`config.mk`:
```
export PLATFORM = sky130hd
export DESIGN_NAME = dma_xfer_engine
export DESIGN_NICKNAME = d
export VERILOG_FILES = /design/src/rtl/dma_xfer_engine.sv
export SDC_FILE = /design/constraint.sdc
export NUM_CORES = 1
export LEC_CHECK = 0
export BUFFER_PORTS_ARGS = -buffer_cell sky130_fd_sc_hd__buf_4
export CAP_MARGIN = 40
export CORE_MARGIN = 2
export CORE_UTILIZATION = 30
export CTS_CLUSTER_SIZE = 30
export DETAILED_ROUTE_END_ITERATION = 6
export SLEW_MARGIN = 20
export SYNTH_ARGS = -nofsm -noshare
export SYNTH_HDL_FRONTEND = slang
export SYNTH_SLANG_ARGS = --single-unit
```
`constraint.sdc`:
```
create_clock -name clk -period 2.1 [get_ports clk]
set_clock_uncertainty 0.15 [all_clocks]
set_input_delay 0.42 -clock clk [delete_from_list [all_inputs] [get_ports clk]]
set_output_delay 0.42 -clock clk [all_outputs]
set_load 0.005 [all_outputs]
```
`src/rtl/dma_xfer_engine.sv`:
```
module dma_xfer_engine #(
  parameter int AW = 16,
  parameter int CW = 16
) (
  input  logic          clk,
  input  logic          rst_n,
  input  logic          prog_load,
  input  logic [1:0]    xfer_mode,
  input  logic          addr_down,
  input  logic          auto_reload,
  input  logic [AW-1:0] base_addr,
  input  logic [CW-1:0] base_count,
  input  logic          dreq,
  input  logic          eop_in,
  input  logic          xfer_done,
  output logic [AW-1:0] cur_addr,
  output logic [CW-1:0] cur_count,
  output logic          in_service,
  output logic          tc,
  output logic          eop,
  output logic          masked
);

  localparam logic [1:0] MODE_DEMAND = 2'b00;
  localparam logic [1:0] MODE_BLOCK  = 2'b10;

  logic [AW-1:0] addr_q;
  logic [CW-1:0] cnt_q;
  logic          svc_q, tc_q, eop_q, mask_q;

  wire is_demand  = (xfer_mode == MODE_DEMAND);
  wire is_block   = (xfer_mode == MODE_BLOCK);
  wire step       = svc_q & xfer_done;
  wire roll       = step & (cnt_q == '0);
  wire proc_end   = roll | (svc_q & eop_in);
  wire single_end = step & ~is_block & ~is_demand;
  wire dreq_drop  = svc_q & is_demand & ~dreq;
  wire svc_end    = proc_end | single_end | dreq_drop;
  wire start      = ~svc_q & ~mask_q & dreq;

  wire [AW-1:0] addr_next = addr_down ? addr_q - AW'(1) : addr_q + AW'(1);
  wire [CW-1:0] cnt_next  = cnt_q - CW'(1);

  always_ff @(posedge clk) begin
    if (!rst_n) begin
      addr_q <= '0;
      cnt_q  <= '0;
      svc_q  <= 1'b0;
      tc_q   <= 1'b0;
      eop_q  <= 1'b0;
      mask_q <= 1'b1;
    end else begin
      tc_q  <= 1'b0;
      eop_q <= 1'b0;
      if (prog_load) begin
        addr_q <= base_addr;
        cnt_q  <= base_count;
        mask_q <= 1'b0;
        svc_q  <= 1'b0;
      end else begin
        if (step) begin
          addr_q <= addr_next;
          cnt_q  <= cnt_next;
        end
        if (proc_end && auto_reload) begin
          addr_q <= base_addr;
          cnt_q  <= base_count;
        end
        if (roll && !auto_reload) mask_q <= 1'b1;
        tc_q  <= roll;
        eop_q <= proc_end;
        if (svc_q && svc_end) svc_q <= 1'b0;
        else if (start)       svc_q <= 1'b1;
      end
    end
  end

  assign cur_addr   = addr_q;
  assign cur_count  = cnt_q;
  assign in_service = svc_q;
  assign tc         = tc_q;
  assign eop        = eop_q;
  assign masked     = mask_q;

  a_r3_count_step: assert property (@(posedge clk) disable iff (!rst_n)
    step && !proc_end && !prog_load |=> cur_count == CW'($past(cur_count) - CW'(1)));

  a_r5_single_release: assert property (@(posedge clk) disable iff (!rst_n)
    in_service && xfer_done && xfer_mode[0] && !prog_load |=> !in_service);

  a_r6_block_hold: assert property (@(posedge clk) disable iff (!rst_n)
    in_service && is_block && !xfer_done && !eop_in && !prog_load |=> in_service);

  a_r8_eop_releases: assert property (@(posedge clk) disable iff (!rst_n)
    eop |-> !in_service);

  a_r10_tc_masks: assert property (@(posedge clk) disable iff (!rst_n)
    roll && !auto_reload && !prog_load |=> masked && tc);

  a_r11_idle_hold: assert property (@(posedge clk) disable iff (!rst_n)
    !in_service && !prog_load |=> $stable(cur_addr) && $stable(cur_count));

endmodule

```
-- Word level (Yosys, flattened, before mapping)
Index checks and enable logic that the tools add are counted.
- register bits after elaboration: 36
- input port bits: 42
- output and inout port bits: 36
- logic and storage cells: 47
- add/sub/neg operators: 3
- equality and inequality tests: 1
- mux-type cells: 9
- bitwise gates (word level): 18
- reduce and logical (&&, ||, !) cells: 10
- operators with widths (operator ; number):
    $mux 16 ; 7
    $sub 16x1->16 const B ; 2
    $add 16x1->16 const B ; 1
    $logic_not 16->1 ; 1
    $and 1x1->1 ; 9
    $not 1->1 ; 6
    $logic_and 1x1->1 ; 3
    $or 1x1->1 ; 3
    $reduce_bool 3->1 ; 1
    $reduce_or 3->1 ; 1
    $eq 2x2->1 const B ; 1
    $logic_not 2->1 ; 1
    $mux 1 ; 2
    $reduce_bool 2->1 ; 1
    $reduce_or 2->1 ; 1
    $logic_not 1->1 ; 1

-- Logic depth before layout (Yosys ltp)
Gate-level depths: netlist of run 1.
- depth after elaboration: 8
- mapped depth: 8
- mapped depth without buffers: 7

-- Worst setup path after synthesis of run 1
OpenSTA, ideal clock, no wires.
- kind: input port to flip-flop
- from: input port addr_down
- to: register addr_q[15] (netlist: cur_addr[15])
- setup time: 0.086 ns
- arrival time: 1.898 ns
- required time: 1.864 ns
- setup slack: -0.034 ns
- stages: 7
- buffers on the path: 0
- path through: ha_1 > a211oi_1 > o211ai_1 > a221oi_1 > o41ai_2 > xnor2_1 > a211oi_1
- word-level cells in the longest chain between the ends: 4
- RTL lines (item ; line ; RTL):
    from (decl) ; 9 ; input logic addr_down,
    $mux 16 ; 41 ; wire [AW-1:0] addr_next = addr_down ? addr_q - AW'(1) : addr_q + AW'(1);
    $mux 16 ; 61 ; if (step) begin
    $mux 16 ; 65 ; if (proc_end && auto_reload) begin
    $mux 16 ; 55 ; if (prog_load) begin
    to (signal assigned) ; 56 ; addr_q <= base_addr;
    to (signal assigned) ; 62 ; addr_q <= addr_next;
    to (signal assigned) ; 66 ; addr_q <= base_addr;
    to (decl) ; 27 ; logic [AW-1:0] addr_q;
No other way between the ends. The select of a mux whose other input is x is not followed.
A chain may end at the register's enable or synchronous reset.

-- Worst setup path after layout of run 1
- from: input port addr_down
- to: register addr_q[11] (netlist: cur_addr[11])
The elaborated chain is that of the path after synthesis.

==> metrics.txt, run 1 <==
outcome finished, final reports clean; clk sinks 36; Sum Neg Setup Slack 0 ps; max-slew headroom at the worst pin 72.3%; post-synthesis register bit count 36; Worst path max stage delay 370 ps; number of distinct library cells after synthesis 50; total iterations of the first detailed-routing run 4; drt total wl 7.36 mm; cell with the largest stage delay on the worst path sky130_fd_sc_hd__ha_1; clock tree from TritonCTS built; instance count of the mapped netlist 287; first-pass GRT wire length 12.0 mm; overall track demand over capacity in global routing 16.9%; Boundary Pins 78; Post-DRT Antenna Nets 0; share of async-settable or async-resettable flops after synthesis 0%; largest net degree at the start of global routing 29; height of the die 94.6 um; total of endpoints with negative setup slack in the final report 0; data required time at the worst endpoint 2130 ps; maximum vdd drop 0.233 mV; clock period minus worst slack 2010 ps; largest fanout on the critical path 12; Layout Nets 461; count of buffers inserted at the top-level ports 77; total congestion overflow after global routing 0; Max Clk Rate 498 MHz; fraction of post-synthesis cell area in the top cell type by area 29.3%; Post-synth top flop sky130_fd_sc_hd__dfxtp_1; number of hold violations in the final report 0; final non-filler cell total 508; Multi-input gate area 0.00174 mm^2; CP endpoint kind register; type of the setup path with the least slack input pin to register; CTS Root Buffer Type sky130_fd_sc_hd__clkbuf_8; Avg Synthesized Cell Area 8.58 um^2; share of final-layout standard cells stronger than drive strength 1 37.2%; Synth area leaders sky130_fd_sc_hd__dfxtp_1 (29%), sky130_fd_sc_hd__ha_1 (8.1%), sky130_fd_sc_hd__nand2_1 (6.7%); CP arrival 2030 ps; area taken by flip-flops and latches 722 um^2; Routed wire per std cell 14.5 um; Detailed Place HPWL 5.57 mm; maximum root-to-sink buffer count 2; overall power consumption 0.00206 W; relative area change from synthesis to final layout 48.2%; via count 2565; number of max-slew violations in the final report 0; Initial Utilization 30.4%; library cell occupying the most area in the post-synthesis netlist sky130_fd_sc_hd__dfxtp_1; number of buffers created by CTS 5; Worst setup SP type input pin; number of global-route vias before repair 2484; count of maximum capacitance violations 0; number of enable-type register cells in the synthesized netlist 0; Vias/cell 5.05; clk_lat worst skew 290 ps; die width 94.6 um; antenna violations before repair 0; warnings from Yosys 0; Iteration-0 DRC Markers 98; count of placed standard cells including taps 498; GP Congestion 0.821; fill cell count 834; post-synthesis net count 346; Least-Margin Pin Slew 415 ps; clock-pin transition on the worst setup and hold timing paths 80 ps; sequential element share of the synthesized area 29.3%; Final Cycle Share 95.5%; number of diodes added for antenna fixing 0; DRC violations left 0; leakage 1.70 nW; core footprint 0.00809 mm^2; area of the die 0.00895 mm^2; cell area after technology mapping 0.00246 mm^2; Placement Rows 33; HP Class input pin to register; pwr dens 566 mW/mm^2; number of H-tree branching levels 2; cell-by-cell trace of the critical path buf_4, ha_1, a211oi_4, o211ai_2, and4_1, nor2_1, xor2_1, o21ai_1
## cell type report
cell class              count  area share, %
clock inverters             2          0.960
repair buffers            119           25.2
well taps                 105           3.60
clock buffers               6           1.99
inverters                   7          0.720
flip-flops and latches     36           19.8
multi-input cells         233           47.8
## sequential cells by signal, indices dropped and copies added (netlist names)
name        count
cur_count      16
tc              1
cur_addr       16
in_service      1
masked          1
eop             1
## kinds of logic (layout without fill, tap and decap cells)
| group | Yosys count | after routing | synth area share, % |
|---|---|---|---|
| AO/OA/AOI/OAI | 94 | 94 | 29.1 |
| XOR/XNOR | 29 | 29 | 10.3 |
| adder cells (fa/ha/maj) | 17 | 17 | 8.94 |
| buffers and inverters | 18 | 134 | 3.30 |
| flip-flops | 36 | 36 | 29.3 |
| AND/OR/NAND/NOR | 93 | 93 | 19.1 |
## metal layers
layer	up-vias	GRT usage, %	routed length (um)
met2	73	27.6	3330
met4	0	4.35	74
li1	1293	-	-
met5	-	0	0
met1	1193	23.0	3530
met3	6	3.03	425
## cells in the mapped netlist, types with 6 or more instances
master and instances:
sky130_fd_sc_hd__a21oi_1 18, sky130_fd_sc_hd__a22o_1 6, sky130_fd_sc_hd__dfxtp_1 36, sky130_fd_sc_hd__ha_1 16, sky130_fd_sc_hd__inv_1 7, sky130_fd_sc_hd__nand2_1 44, sky130_fd_sc_hd__nand3_1 9, sky130_fd_sc_hd__nor2_1 15
sky130_fd_sc_hd__o211a_1 16, sky130_fd_sc_hd__o211ai_1 6, sky130_fd_sc_hd__o21ai_0 13, sky130_fd_sc_hd__xnor2_1 18, sky130_fd_sc_hd__xor2_1 11
## worst paths after layout
kind                             startpoint            to  slack [ps]  cells past startpoint
worst max-delay path              addr_down  cur_addr[11]          90                      8
worst min-delay path              prog_load        masked         180                      2
worst max register to register  cur_addr[1]  cur_addr[11]         100                      7
worst min register to register       masked        masked         370                      2
## metrics by stage
step | hold WS [ps] | setup WS, ps | util [%] | area [um^2]
CTS | 172 | 52.9 | 44.2 | 3570
global placement | 349 | -309 | 42.6 | 3450
global route | 202 | -47.2 | 45.1 | 3650
floorplan | 346 | 3.52 | - | 2470
detailed placement | 357 | -365 | 42.6 | 3450
finish | 181 | 93.7 | 45.1 | 3650
## critical path: cells and delay by family
kind                     cells  cell delay, ps
AO/OA/AOI/OAI                3             510
XOR/XNOR                     1             170
adder cells (fa/ha/maj)      1             370
buffers and inverters        1             180
AND/OR/NAND/NOR              2             380
## placed cells by master (no fill, tap or decap), types with 2 or more instances in the layout
cell type / synthesis / layout
sky130_fd_sc_hd__o211ai_1: 6 / 6
sky130_fd_sc_hd__a211oi_1: 4 / 2
sky130_fd_sc_hd__a21boi_1: 2 / 2
sky130_fd_sc_hd__nand4_1: 2 / 2
sky130_fd_sc_hd__nor4_4: 2 / 2
sky130_fd_sc_hd__nor2_1: 15 / 15
sky130_fd_sc_hd__a21boi_0: 2 / 2
sky130_fd_sc_hd__nand2_1: 44 / 44
sky130_fd_sc_hd__a22oi_1: 2 / 2
sky130_fd_sc_hd__a221oi_1: 3 / 2
sky130_fd_sc_hd__o211a_1: 16 / 16
sky130_fd_sc_hd__a22o_1: 6 / 6
sky130_fd_sc_hd__nor3_1: 5 / 5
sky130_fd_sc_hd__a21o_1: 2 / 2
sky130_fd_sc_hd__dfxtp_1: 36 / 35
sky130_fd_sc_hd__nor2b_1: 4 / 4
sky130_fd_sc_hd__a21oi_2: 0 / 5
sky130_fd_sc_hd__clkbuf_8: 0 / 5
sky130_fd_sc_hd__xor2_1: 11 / 11
sky130_fd_sc_hd__nand3_1: 9 / 9
sky130_fd_sc_hd__buf_4: 0 / 117
sky130_fd_sc_hd__o21ai_1: 4 / 6
sky130_fd_sc_hd__o221ai_1: 2 / 2
sky130_fd_sc_hd__nand2b_1: 3 / 3
sky130_fd_sc_hd__ha_1: 16 / 14
sky130_fd_sc_hd__buf_12: 0 / 2
sky130_fd_sc_hd__o21ai_0: 13 / 11
sky130_fd_sc_hd__a222oi_1: 3 / 3
sky130_fd_sc_hd__xnor2_1: 18 / 18
sky130_fd_sc_hd__ha_4: 0 / 2
sky130_fd_sc_hd__a31oi_1: 2 / 2
sky130_fd_sc_hd__inv_1: 7 / 7
sky130_fd_sc_hd__a21oi_1: 18 / 13
## power by group
group / leakage (nW) / switching, W / internal [W]
Sequential: 0.298 / 0.0000508 / 0.000728
Clock: 0.0552 / 0.000266 / 0.000353
Combinational: 1.34 / 0.000301 / 0.000364
Total: 1.70 / 0.000619 / 0.00145
## repair_timing
item | 4_1_cts | 5_1_grt
endpoints found under the setup margin | 7 | 12
hold endpoints to repair | 0 | 0
gates resized for setup | 4 | 12
hold buffers | 0 | 0
pin swaps | 0 | 17
setup buffers | 0 | 2
Note: power is estimated with default switching activity, not from simulation.
==> inputs of run 2 (changes only) <==
--- a/config.mk
+++ b/config.mk
@@ -5,6 +5,7 @@
 export SDC_FILE = /design/constraint.sdc
 export NUM_CORES = 1
 export LEC_CHECK = 0
+export ABC_AREA = 1
 export BUFFER_PORTS_ARGS = -buffer_cell sky130_fd_sc_hd__buf_4
 export CAP_MARGIN = 40
 export CORE_MARGIN = 2
==> metrics.txt, run 2 <==
outcome finished, final reports clean; number of global-route vias before repair 3507 (+41%); Vias/cell 4.70 (-6.8%); GP Congestion 0.849 (+3.5%); clk_lat worst skew 300 ps (about the same); number of resized instances in the post-cts repair step 0 (-4); Iteration-0 DRC Markers 110 (+12%); Avg Synthesized Cell Area 6.30 um^2 (-27%); instance count of the mapped netlist 501 (+75%); post-synthesis register bit count 36 (unchanged); CP endpoint kind register; Detailed Place HPWL 7.37 mm (+32%); area of the die 0.0114 mm^2 (+27%); clock period minus worst slack 1900 ps (-104 ps); Critical path destination cur_addr[15]; number of distinct library cells after synthesis 35 (-30%); data required time at the worst endpoint 2190 ps (+60 ps); unrepaired setup endpoints after global routing no; Boundary Pins 78 (unchanged); largest fanout on the critical path 16 (+4); clock tree from TritonCTS built; most frequent standard cell in the layout excluding fill and tap cells sky130_fd_sc_hd__nand2_1; Routed wire per std cell 12.8 um (-12%); library cell occupying the most area in the post-synthesis netlist sky130_fd_sc_hd__dfxtp_1; cell area after technology mapping 0.00315 mm^2 (+28%); largest net degree at the start of global routing 30 (+3.4%); drt total wl 9.44 mm (+28%); number of diodes added for antenna fixing 0 (unchanged); relative area change from synthesis to final layout 30.5%; number of enable-type register cells in the synthesized netlist 0 (unchanged); clk sinks 36 (unchanged); via count 3467 (+35%); Post-synth top flop sky130_fd_sc_hd__dfxtp_1; clock-pin transition on the worst setup and hold timing paths 90 ps (about the same); die width 107 um (+13%); fraction of post-synthesis cell area in the top cell type by area 22.8% (-6.4 points); maximum vdd drop 0.203 mV (-13%); number of max-slew violations in the final report 0 (unchanged); DRC violations left 0 (unchanged); Multi-input gate area 0.00203 mm^2 (+17%); minimum setup slack among reg-to-reg paths 200 ps (+100 ps); utilization after layout 40.1% (-5.0 points); pwr dens 505 mW/mm^2 (-11%); post-synthesis net count 560 (+62%); core footprint 0.0103 mm^2 (+27%); max-slew headroom at the worst pin 71.9% (-0.41 points); Post-DRT Antenna Nets 0 (unchanged); worst reg2reg path startpoint cur_addr[3]; total iterations of the first detailed-routing run 4 (unchanged); Post-CTS Setup Inserts 0 (unchanged); pre-CTS worst setup slack -90.1 ps (+275 ps); number of H-tree branching levels 2 (unchanged); share of final-layout standard cells stronger than drive strength 1 25.5% (-12 points); share of async-settable or async-resettable flops after synthesis 0% (unchanged); Max Clk Rate 526 MHz (+5.4%); first-pass GRT wire length 16.0 mm (+33%); warnings from Yosys 0 (unchanged); final critical-path setup slack 197 ps (+104 ps); total of endpoints with negative setup slack in the final report 0 (unchanged); Register-to-Register Path Depth 11 (+4); CP arrival 1990 ps (-40 ps); reg-to-reg endpoint cur_addr[15]; leakage 2.25 nW (+32%); cell types with the highest counts after synthesis sky130_fd_sc_hd__nand2_1 (171), sky130_fd_sc_hd__inv_1 (72), sky130_fd_sc_hd__dfxtp_1 (36), sky130_fd_sc_hd__nand3_1 (36); count of buffers inserted at the top-level ports 77 (unchanged); CTS Root Buffer Type sky130_fd_sc_hd__clkbuf_8; Synth area leaders sky130_fd_sc_hd__dfxtp_1 (23%), sky130_fd_sc_hd__nand2_1 (20%), sky130_fd_sc_hd__inv_1 (8.6%); worst setup path startpoint addr_down; number of cells traversed by the worst hold path 3 (+1); cts hold-fix bufs 0 (unchanged); number of buffers created by CTS 5 (unchanged); most common cell in the netlist sky130_fd_sc_hd__nand2_1; area taken by flip-flops and latches 721 um^2 (-0.17%); Least-Margin Pin Slew 420 ps (+5.11 ps); total congestion overflow after global routing 0 (unchanged); height of the die 107 um (+13%); Hold Worst Slack 201 ps (+20.2 ps); HP Class input pin to register; Placement Rows 37 (+12%); Worst setup SP type input pin; maximum root-to-sink buffer count 2 (unchanged); commonest cells after routing, fill and taps aside sky130_fd_sc_hd__nand2_1 (171), sky130_fd_sc_hd__buf_4 (103), sky130_fd_sc_hd__inv_1 (72); Final Cycle Share 90.6% (-4.9 points); Layout Nets 660 (+43%); overall track demand over capacity in global routing 17.5% (+0.59 points); antenna violations before repair 0 (unchanged); type of the setup path with the least slack input pin to register; sequential element share of the synthesized area 22.8% (-6.4 points); Initial Utilization 30.7% (+0.26 points); count of maximum capacitance violations 0 (unchanged); fill cell count 1115 (+34%); number of hold violations in the final report 0 (unchanged)
-- run 2: cell types whose count changed in the layout (fill, tap and decap cells not counted), sizes merged, moves of 5 or more --
cell and delta:
o211a -15, nor2 +18, buf -13, xnor2 -16, inv +67, o211ai -5
a22o -6, nand2 +135, o21ai +5, nand3 +42, nand4 +7, a21oi +15
-- run 2: cell families after synthesis --
family / share of synthesized area (%)
simple gates: 42.4
xor+xnor: 3.61
fa+ha+maj: 6.98
flops: 22.8
buf+inv: 12.9
compound gates: 11.3
-- run 2: how the worst min path moves through the flow --
stage | from | endpoint
4_1_cts | base_count[1] | cur_count[1]
2_1_floorplan | cur_addr[10] | cur_addr[10]
6_report | base_count[1] | cur_count[1]
3_3_place_gp | cur_addr[5] | cur_addr[5]
5_1_grt | base_addr[1] | cur_addr[1]
3_5_place_dp | cur_addr[5] | cur_addr[5]
-- run 2: per-layer routing --
metal | GRT usage, % | part of all wire, %
met5 | 0 | 0
met4 | 4.92 | 1.7
met3 | 3.99 | 6.5
met2 | 30.4 | 48
met1 | 21.7 | 44
-- run 2: through the flow --
step	TNS, ps	total power [W]	instance area [um^2]	cells
3_5_place_dp	-352	0.00159	4030	730
5_1_grt	0	0.00225	4120	737
2_1_floorplan	0	0.00127	3150	501
4_1_cts	0	0.00211	4110	737
3_3_place_gp	-203	0.00158	4030	730
6_report	0	0.00208	4120	737
-- run 2: layout make-up --
type | count | share of cell area, %
Sequential cell | 36 | 17.5
Timing Repair Buffer | 106 | 20.2
Multi-Input combinational cell | 378 | 49.4
Tap cell | 136 | 4.13
Clock buffer | 6 | 1.76
Clock inverter | 1 | 0.122
Inverter | 74 | 6.81
-- run 2: critical path, stage by stage --
cell and delay [ps]:
sky130_fd_sc_hd__buf_4 190, sky130_fd_sc_hd__ha_1 400, sky130_fd_sc_hd__nand2_1 120, sky130_fd_sc_hd__nor2_1 170, sky130_fd_sc_hd__nand2_1 90, sky130_fd_sc_hd__nand2_1 120
sky130_fd_sc_hd__nand2_1 110, sky130_fd_sc_hd__nand2_1 80, sky130_fd_sc_hd__nand2_1 40, sky130_fd_sc_hd__nand3_1 80, sky130_fd_sc_hd__nand2_1 50, sky130_fd_sc_hd__a21oi_1 110
-- run 2: power by group --
part,internal [W],switching (W),total (W)
sequential,0.000730,0.0000505,0.000780
clock,0.000227,0.000276,0.000503
combinational,0.000366,0.000430,0.000796
total,0.00132,0.000757,0.00208
==> inputs of run 3 (changes only) <==
==> constraint.sdc (replaced) <==
create_clock -name clk -period 2.1 [get_ports clk]
set_clock_uncertainty 0.15 [all_clocks]
set_input_delay 0.315 -clock clk [delete_from_list [all_inputs] [get_ports clk]]
set_output_delay 0.315 -clock clk [all_outputs]
set_load 0.005 [all_outputs]
==> metrics.txt, run 3 (synthesized netlist as in run 2, its figures left out) <==
max-slew headroom at the worst pin 71.9% (about the same); Iteration-0 DRC Markers 109 (-0.91%); outcome finished, final reports clean; clock period minus worst slack 1920 ps (+17.7 ps); data required time at the worst endpoint 2150 ps (-40 ps); first-pass GRT wire length 15.9 mm (-0.99%); total iterations of the first detailed-routing run 4 (unchanged); Worst setup SP type register; largest fanout on the critical path 6 (-10); core footprint 0.0103 mm^2 (unchanged); clk_lat worst skew 300 ps (about the same); via count 3408 (-1.7%); Detailed Place HPWL 7.23 mm (-1.9%); total of endpoints with negative setup slack in the final report 0 (unchanged); CP endpoint kind register; GP Congestion 0.940 (+11%); number of H-tree branching levels 2 (unchanged); commonest cells after routing, fill and taps aside sky130_fd_sc_hd__nand2_1 (171), sky130_fd_sc_hd__buf_4 (88), sky130_fd_sc_hd__inv_1 (72); total congestion overflow after global routing 0 (unchanged); clk sinks 36 (unchanged); maximum vdd drop 0.219 mV (+7.8%); CTS Root Buffer Type sky130_fd_sc_hd__clkbuf_8; relative area change from synthesis to final layout 27.7%; die width 107 um (unchanged); unrepaired setup endpoints after global routing no; count of maximum capacitance violations 0 (unchanged); Sum Neg Setup Slack 0 ps (unchanged); clock tree from TritonCTS built; clock-pin transition on the worst setup and hold timing paths 90 ps (about the same); Max Clk Rate 521 MHz (-0.92%); share of final-layout standard cells stronger than drive strength 1 24.2% (-1.3 points); Initial Utilization 30.7% (unchanged); number of global-route vias before repair 3349 (-4.5%); antenna violations before repair 0 (unchanged); largest net degree at the start of global routing 30 (unchanged); Boundary Pins 78 (unchanged); number of max-slew violations in the final report 0 (unchanged); Post-DRT Antenna Nets 0 (unchanged); Routed wire per std cell 12.9 um (+0.82%); Final Cycle Share 91.4% (+0.84 points); CP arrival 1970 ps (-20 ps); number of diodes added for antenna fixing 0 (unchanged); overall track demand over capacity in global routing 17.4% (-0.072 points); number of hold violations in the final report 0 (unchanged); Layout Nets 645 (-2.3%); area of the die 0.0114 mm^2 (unchanged); HP Class input pin to register; drt total wl 9.34 mm (-1.1%); Placement Rows 37 (unchanged); height of the die 107 um (unchanged); Least-Margin Pin Slew 419 ps (-0.778 ps); type of the setup path with the least slack register to register; count of buffers inserted at the top-level ports 77 (unchanged); DRC violations left 0 (unchanged); Hold Worst Slack 91.9 ps (-109 ps); overall power consumption 0.00209 W (+0.54%); number of buffers created by CTS 5 (unchanged); pwr dens 519 mW/mm^2 (+2.7%); leakage 2.18 nW (-3.2%); most frequent standard cell in the layout excluding fill and tap cells sky130_fd_sc_hd__nand2_1; maximum root-to-sink buffer count 2 (unchanged); Vias/cell 4.71 (+0.20%)
==> run 3: per-stage QoR <==
stage	cells	instance area, um^2	utilization [%]	worst slack (ps)
after global routing	723	4030	39.2	4.07
after global placement	715	3920	38.1	-33.2
after detailed placement	715	3920	38.1	-54.5
after floorplan	501	3150	-	306
final	723	4030	39.2	180
after CTS	723	4020	39.1	69.5
==> run 3: path summary, 6_finish.rpt <==
check	startpoint	end	slack, ps	depth (start not counted)
setup / recovery	cur_addr[2]	cur_addr[15]	180	11
hold / removal	base_count[1]	cur_count[1]	90	3
setup reg to reg	cur_addr[2]	cur_addr[15]	180	11
hold reg to reg	cur_addr[12]	cur_addr[12]	350	2
==> run 3: cell type report <==
| cell class | count | area, um^2 |
|---|---|---|
| tap | 136 | 170 |
| multi-input combinational | 378 | 2040 |
| fill | 1116 | 6250 |
| timing repair buffer | 91 | 721 |
| clock inverter | 2 | 15.0 |
| clock buffer | 6 | 82.6 |
| sequential | 36 | 721 |
| inverter | 74 | 280 |
==> run 3: repair_timing <==
item / 4_1_cts / 5_1_grt
resized for setup: 0 / 3
endpoints found under the setup margin: 0 / 6
endpoints found under the hold margin: 0 / 0
buffers inserted: 0 / 0
hold buffers: 0 / 0
==> run 3: per-layer routing <==
layer	share of wire (%)	global-route usage, %	vias up
met1	45	22.2	1555
met4	1.3	4.17	0
met5	0	0	-
li1	-	-	1762
met3	6.2	3.62	10
met2	47	30.0	81
==> run 3: where the power goes <==
part,internal [W],leakage (nW),switching (W)
clock network,0.000266,0.0434,0.000288
registers,0.000730,0.298,0.0000483
logic,0.000331,1.84,0.000427
total,0.00133,2.18,0.000763
==> run 3: worst max-delay path: stages (launching register included) <==
cell and delay (ps):
sky130_fd_sc_hd__dfxtp_1 380, sky130_fd_sc_hd__ha_2 320, sky130_fd_sc_hd__nand2_1 90, sky130_fd_sc_hd__nand3_1 210
sky130_fd_sc_hd__nand2_1 150, sky130_fd_sc_hd__nand2_1 110, sky130_fd_sc_hd__nand2_1 100, sky130_fd_sc_hd__nand2_1 50
sky130_fd_sc_hd__nand2_1 60, sky130_fd_sc_hd__nand3_1 70, sky130_fd_sc_hd__nand2_1 70, sky130_fd_sc_hd__a21oi_1 50
